## src/rtl/wlpool_pkg.sv

```systemverilog
package wlpool_pkg;
  typedef struct packed {
    logic eraseHit;
    logic recompute;
    logic allocFire;
  } wlStrobe_t;
endpackage

```

## src/rtl/wlpool_ctrl.sv

```systemverilog
module wlpool_ctrl
  import wlpool_pkg::*;
#(
  parameter int RECOMP_EVERY = 4
) (
  input  logic      clk,
  input  logic      rst_n,
  input  logic      eraseValid,
  input  logic      allocReq,
  output wlStrobe_t strobe
);
  localparam int RC_W = (RECOMP_EVERY > 1) ? $clog2(RECOMP_EVERY) : 1;
  localparam logic [RC_W-1:0] RC_LAST = RC_W'(RECOMP_EVERY - 1);

  logic [RC_W-1:0] evCount;
  logic recompPend;

  always_ff @(posedge clk) begin
    if (!rst_n) begin
      evCount    <= '0;
      recompPend <= 1'b0;
    end else begin
      recompPend <= 1'b0;
      if (eraseValid) begin
        if (evCount == RC_LAST) begin
          evCount    <= '0;
          recompPend <= 1'b1;
        end else begin
          evCount <= evCount + 1'b1;
        end
      end
    end
  end

  always_comb begin
    strobe.eraseHit  = eraseValid;
    strobe.allocFire = allocReq;
    strobe.recompute = recompPend;
  end

  // a recompute only follows an erase report
  assert_recompute_after_erase_R4: assert property (@(posedge clk) disable iff (!rst_n)
    strobe.recompute |-> $past(eraseValid));
endmodule

```

## src/rtl/wlpool_dp.sv

```systemverilog
module wlpool_dp
  import wlpool_pkg::*;
#(
  parameter int NUM_BLOCKS = 8,
  parameter int CNT_W      = 8,
  parameter int DELTA      = 6
) (
  input  logic                          clk,
  input  logic                          rst_n,
  input  wlStrobe_t                     strobe,
  input  logic [$clog2(NUM_BLOCKS)-1:0] eraseIdx,
  output logic                          allocGrant,
  output logic [$clog2(NUM_BLOCKS)-1:0] allocIdx,
  output logic                          allocNoFree,
  output logic                          swapReq,
  output logic [$clog2(NUM_BLOCKS)-1:0] swapHot,
  output logic [$clog2(NUM_BLOCKS)-1:0] swapCold,
  output logic [NUM_BLOCKS-1:0]         hotMask,
  output logic [NUM_BLOCKS-1:0]         freeMask,
  output logic [CNT_W-1:0]              meanCount
);
  localparam int IDX_W = $clog2(NUM_BLOCKS);
  localparam int SUM_W = CNT_W + IDX_W;
  localparam logic [CNT_W-1:0] CNT_MAX = {CNT_W{1'b1}};

  logic [CNT_W-1:0] cnt [NUM_BLOCKS];

  logic [SUM_W-1:0] sumAll;
  logic [CNT_W-1:0] maxVal, minVal, coldVal, hotVal, meanNext;
  logic [IDX_W-1:0] maxIdx, minIdx, coldIdx, hotIdx, selIdx;
  logic coldFound, hotFound, anyFree, gapOver;

  always_comb begin
    sumAll = '0;
    maxVal = cnt[0]; maxIdx = '0;
    minVal = cnt[0]; minIdx = '0;
    coldFound = 1'b0; coldVal = '0; coldIdx = '0;
    hotFound  = 1'b0; hotVal  = '0; hotIdx  = '0;
    for (int i = 0; i < NUM_BLOCKS; i++) begin
      sumAll = sumAll + SUM_W'(cnt[i]);
      if (cnt[i] > maxVal) begin maxVal = cnt[i]; maxIdx = IDX_W'(i); end
      if (cnt[i] < minVal) begin minVal = cnt[i]; minIdx = IDX_W'(i); end
      if (freeMask[i] && !hotMask[i] && (!coldFound || cnt[i] < coldVal)) begin
        coldFound = 1'b1; coldVal = cnt[i]; coldIdx = IDX_W'(i);
      end
      if (freeMask[i] && hotMask[i] && (!hotFound || cnt[i] < hotVal)) begin
        hotFound = 1'b1; hotVal = cnt[i]; hotIdx = IDX_W'(i);
      end
    end
    meanNext = CNT_W'(sumAll >> IDX_W);
    gapOver  = int'(maxVal - minVal) > DELTA;
    anyFree  = coldFound | hotFound;
    selIdx   = coldFound ? coldIdx : hotIdx;
  end

  always_ff @(posedge clk) begin
    if (!rst_n) begin
      for (int i = 0; i < NUM_BLOCKS; i++) cnt[i] <= '0;
      freeMask    <= '1;
      hotMask     <= '0;
      meanCount   <= '0;
      allocGrant  <= 1'b0;
      allocNoFree <= 1'b0;
      allocIdx    <= '0;
      swapReq     <= 1'b0;
      swapHot     <= '0;
      swapCold    <= '0;
    end else begin
      allocGrant  <= strobe.allocFire && anyFree;
      allocNoFree <= strobe.allocFire && !anyFree;
      if (strobe.allocFire && anyFree) allocIdx <= selIdx;
      swapReq  <= gapOver;
      swapHot  <= maxIdx;
      swapCold <= minIdx;
      if (strobe.recompute) begin
        meanCount <= meanNext;
        for (int i = 0; i < NUM_BLOCKS; i++) hotMask[i] <= cnt[i] > meanNext;
      end
      for (int i = 0; i < NUM_BLOCKS; i++) begin
        if (strobe.allocFire && anyFree && selIdx == IDX_W'(i)) freeMask[i] <= 1'b0;
        if (strobe.eraseHit && eraseIdx == IDX_W'(i)) begin
          freeMask[i] <= 1'b1;
          if (cnt[i] != CNT_MAX) cnt[i] <= cnt[i] + 1'b1;
        end
      end
    end
  end

  assert_one_outcome_R9: assert property (@(posedge clk) disable iff (!rst_n)
    !(allocGrant && allocNoFree));
  assert_nofree_empty_R9: assert property (@(posedge clk) disable iff (!rst_n)
    allocNoFree |-> ($past(freeMask) == '0));
  assert_grant_was_free_R7: assert property (@(posedge clk) disable iff (!rst_n)
    allocGrant |-> |($past(freeMask) & (NUM_BLOCKS'(1) << allocIdx)));
  assert_hot_stable_R6: assert property (@(posedge clk) disable iff (!rst_n)
    !$past(strobe.recompute) |-> ($stable(hotMask) && $stable(meanCount)));
  assert_swap_pair_R10: assert property (@(posedge clk) disable iff (!rst_n)
    swapReq |-> (swapHot != swapCold));

  for (genvar g = 0; g < NUM_BLOCKS; g++) begin : gMono
    assert_no_wrap_R3: assert property (@(posedge clk) disable iff (!rst_n)
      cnt[g] >= $past(cnt[g]));
  end
endmodule

```

## src/rtl/wlpool_mgr.sv

```systemverilog
module wlpool_mgr
  import wlpool_pkg::*;
#(
  parameter int NUM_BLOCKS   = 8,
  parameter int CNT_W        = 8,
  parameter int RECOMP_EVERY = 4,
  parameter int DELTA        = 6
) (
  input  logic                          clk,
  input  logic                          rst_n,
  input  logic                          eraseValid,
  input  logic [$clog2(NUM_BLOCKS)-1:0] eraseIdx,
  input  logic                          allocReq,
  output logic                          allocGrant,
  output logic [$clog2(NUM_BLOCKS)-1:0] allocIdx,
  output logic                          allocNoFree,
  output logic                          swapReq,
  output logic [$clog2(NUM_BLOCKS)-1:0] swapHot,
  output logic [$clog2(NUM_BLOCKS)-1:0] swapCold,
  output logic [NUM_BLOCKS-1:0]         hotMask,
  output logic [NUM_BLOCKS-1:0]         freeMask,
  output logic [CNT_W-1:0]              meanCount
);
  wlStrobe_t strobe;

  wlpool_ctrl #(.RECOMP_EVERY(RECOMP_EVERY)) uCtrl (
    .clk(clk), .rst_n(rst_n), .eraseValid(eraseValid),
    .allocReq(allocReq), .strobe(strobe)
  );

  wlpool_dp #(.NUM_BLOCKS(NUM_BLOCKS), .CNT_W(CNT_W), .DELTA(DELTA)) uDp (
    .clk(clk), .rst_n(rst_n), .strobe(strobe), .eraseIdx(eraseIdx),
    .allocGrant(allocGrant), .allocIdx(allocIdx), .allocNoFree(allocNoFree),
    .swapReq(swapReq), .swapHot(swapHot), .swapCold(swapCold),
    .hotMask(hotMask), .freeMask(freeMask), .meanCount(meanCount)
  );
endmodule

```

## config.mk

```make
export PLATFORM = sky130hd
export DESIGN_NAME = wlpool_mgr
export DESIGN_NICKNAME = d
export VERILOG_FILES = /design/src/rtl/wlpool_pkg.sv /design/src/rtl/wlpool_ctrl.sv /design/src/rtl/wlpool_dp.sv /design/src/rtl/wlpool_mgr.sv
export SDC_FILE = /design/constraint.sdc
export NUM_CORES = 1
export LEC_CHECK = 0
export BUFFER_PORTS_ARGS = -buffer_cell sky130_fd_sc_hd__clkbuf_2
export CAP_MARGIN = 20
export CORE_MARGIN = 2
export CORE_UTILIZATION = 52
export CTS_CLUSTER_DIAMETER = 120
export DETAILED_ROUTE_END_ITERATION = 10
export PLACE_DENSITY = 0.67
export REMOVE_ABC_BUFFERS = 1
export SLEW_MARGIN = 40
export SYNTH_ARGS = -nofsm -noshare
export SYNTH_HDL_FRONTEND = slang
export SYNTH_HIERARCHICAL = 1
export SYNTH_SLANG_ARGS = --single-unit
```

## constraint.sdc

```tcl
create_clock -name clk -period 46.9 [get_ports clk]
set_input_delay 9.38 -clock clk [delete_from_list [all_inputs] [get_ports clk]]
set_output_delay 9.38 -clock clk [all_outputs]
set_load 0.05 [all_outputs]
```

==> metrics.csv <==
metric,value,unit
pwr/cell area,68.55,mW/mm²
"flops & latches, synth",103,
Yosys warnings,6,
Ant. Diodes,0,
Leak,7.703,nW
core area,0.03172,mm²
# hold bufs at CTS,0,
clk_lat worst skew,390,ps
dpl hpwl,46430,µm
Synth Flop Type,edfxtp_1,
Die W,183.8,µm
Filler cells,2905,
Clock power frac,6.9,%
number of enable flip-flop cells after synthesis,64,
Commonest cells post-synth,"ha_1 (283), inv_1 (158), nor2_1 (158)",
VDD IR-drop max,57.91,µV
Yosys top cell area share,21.07,%
Starting Density,52.98,%
DR iter-0 viols,1594,
"count leader, synth",ha_1,
max-cap check violation count,0,
I/O pin count,43,
Layout Area Growth over Synthesis,7.051,%
wire per inst,24.36,µm
"delay-heaviest family, CP",compound AO/OA/AOI/OAI gates,
Comb pwr share,83.5,%
DRT Pass-1 Iters,6,
worst-case clock buffer depth,2,
CTS H-tree lvls,3,
vias in the first global route,15490,
startpoint types,flop,
GRT Overall Usage,35.43,%
FF+latch area,0.002703,mm²
Worst-path clk slew,80,ps
cell area after synthesis,0.01680,mm²
gpl congestion,0.9981,
sequential fraction of the synthesis area,16.08,%
Sink Count,103,
Final Non-Filler Cells,2409,
row cnt,65,
crit path max fanout,20,
buffer and inverter count on the worst path,1,
initial antenna violation count,1,
RSZ-0062 raised after global routing,no,
Vias,15850,
largest net degree at the start of global routing,35,
wire length of the first global-routing pass,89980,µm
CP endpoint kind,flop,
TritonCTS clock tree,yes,
status,"finished, final reports clean",
"Avg Cell Area, Syn",8.535,µm²
Multi-input gate area,0.01342,mm²
Detail Route Antenna Nets,0,
final net count,2339,
Yosys cell types,108,
Final period util,36.94,%
gr ovfl total,0,
die height,183.8,µm
P_sw,0.0006663,W
Post-synth ARST share,0,%
slowest cell delay on critical path,710,ps
crit path DAT,17590,ps
CTS Buf Count,9,
Switching Fraction,54.03,%
WL final,58680,µm
count of input and output buffers,42,
share of cells above drive strength 1,11.96,%
fmax,57.72,MHz
WP data required,47170,ps
post-route DRC violation count,0,
"Slew Viols, Final",0,
worst setup path class,reg -> reg,
Final Hold Vio Count,0,
DP Cell Count,2393,
slowest cell on the critical path,edfxtp_1,
Clock Root Buffer,clkbuf_16,
worst slew pin tran,957.4,ps
crit-path most repeated cell,a21o_1,
Hold Crit Class,reg -> reg,
fin crit period,17320,ps
Syn Inst Count,1969,
Worst Skew,13.66,ps
setup tns final,0,ps
Vias/cell,6.578,
Die Area,0.03377,mm²
sequential share of power,9.5,%
Synth area leaders,"ha_1 (21%), edfxtp_1 (11%), fa_1 (5.6%)",
max_slew headroom,36.10,%
Setup Buffers After CTS,0,
"area leader, netlist",ha_1,
P_int,0.0005669,W
post-cts repair resize count,0,
final setup vio count,0,
-- power groups by stage --
stage / Combinational [W] / Clock [W] / Sequential [W]
global route: 0.00114 / 0.0000900 / 0.000119
detailed placement: 0.000999 / 0 / 0.000119
CTS: 0.00101 / 0.0000878 / 0.000117
floorplan: 0.000682 / 0 / 0.000134
global placement: 0.000943 / 0 / 0.000119
finish: 0.00103 / 0.0000855 / 0.000118
-- placed cells by master, fill, tap and decap left out, types with 10 or more instances in the layout --
cell type,Yosys,final
o31ai_1,12,12
o21a_1,40,40
nand2b_1,42,42
o21ai_0,79,79
or3_1,13,13
a211oi_1,30,30
dfxtp_1,39,39
nand2_1,131,131
a211o_1,10,10
nand4_1,26,26
nor2b_1,35,34
nor2_1,158,156
mux2i_1,51,50
o211ai_1,12,12
nor3_1,40,39
buf_4,5,32
xnor2_1,53,48
ha_1,283,283
fa_1,47,47
a21o_1,51,51
a31oi_1,21,21
nand3_1,71,71
clkbuf_2,0,42
inv_1,158,158
and3_1,20,20
a21oi_1,118,117
mux2_2,73,73
and2_1,24,24
edfxtp_1,64,64
-- state kept, by name (all words and copies together), names as in the netlist --
signal	count
uDp/cnt	64
uDp/freeMask	8
uDp/hotMask	8
uDp/meanCount	8
uDp/allocIdx	3
uDp/swapCold	3
uDp/swapHot	3
uCtrl/evCount	2
uCtrl/recompPend	1
uDp/allocGrant	1
uDp/allocNoFree	1
uDp/swapReq	1
-- path summary, 6_finish.rpt --
check                                       from          endpoint  slack, ps  depth (start not counted)
worst max-delay path               uDp/cnt[0][8]       uDp/swapReq      29580                         72
worst min-delay path            uDp/meanCount[1]  uDp/meanCount[1]        490                          2
worst max register to register     uDp/cnt[0][8]       uDp/swapReq      29580                         72
worst min register to register  uDp/meanCount[1]  uDp/meanCount[1]        490                          2
-- routing by layer --
metal | GRT usage (%) | routed length (µm) | up-vias
met1 | 46.21 | 24400 | 7537
met2 | 55.71 | 25600 | 760
met4 | 17.41 | 2958 | 2
met3 | 7.429 | 5707 | 154
li1 | - | - | 7394
met5 | 0 | 13 | -
-- area by class of cell --
type / count / share of cell area, %
clock buffer: 10 / 1.328
clock inverter: 6 / 0.4173
inverter: 159 / 3.318
multi-input combinational: 1655 / 74.61
sequential: 103 / 15.02
tap: 402 / 2.796
timing repair buffer: 74 / 2.504
-- logic make-up (layout without fill, tap and decap cells) --
| logic type | after synthesis | after routing | share of synthesized area (%) |
|---|---|---|---|
| muxes | 133 | 133 | 8.734 |
| adders and majority gates | 330 | 330 | 26.67 |
| AOI/OAI and AO/OA | 520 | 520 | 21.95 |
| buffers and inverters | 211 | 249 | 5.048 |
| xor gates and xnor gates | 59 | 59 | 3.075 |
| and+or+nand+nor | 613 | 613 | 18.44 |
| DFF | 103 | 103 | 16.08 |
-- tightest hold or removal path, delay by kind of cell, from the launching register on --
| family | cells | cell delay, ps |
|---|---|---|
| simple gates | 1 | 80 |
| flops | 1 | 320 |
| compound gates | 1 | 50 |
-- stage by stage --
step / power, W / cell area (µm²) / setup WS (ps) / utilization (%) / hold slack, ps
after global routing: 0.001348 / 17990 / 28110 / 56.72 / 512.5
after detailed placement: 0.001118 / 17640 / 29930 / 55.61 / 483.3
after global placement: 0.001062 / 17560 / 30360 / 55.35 / 474.0
after CTS: 0.001210 / 17950 / 29860 / 56.60 / 499.2
final: 0.001233 / 17990 / 29580 / 56.72 / 493.8
after floorplan: 0.0008157 / 16550 / 31970 / - / 486.8
(Power assumes the default switching activity.)
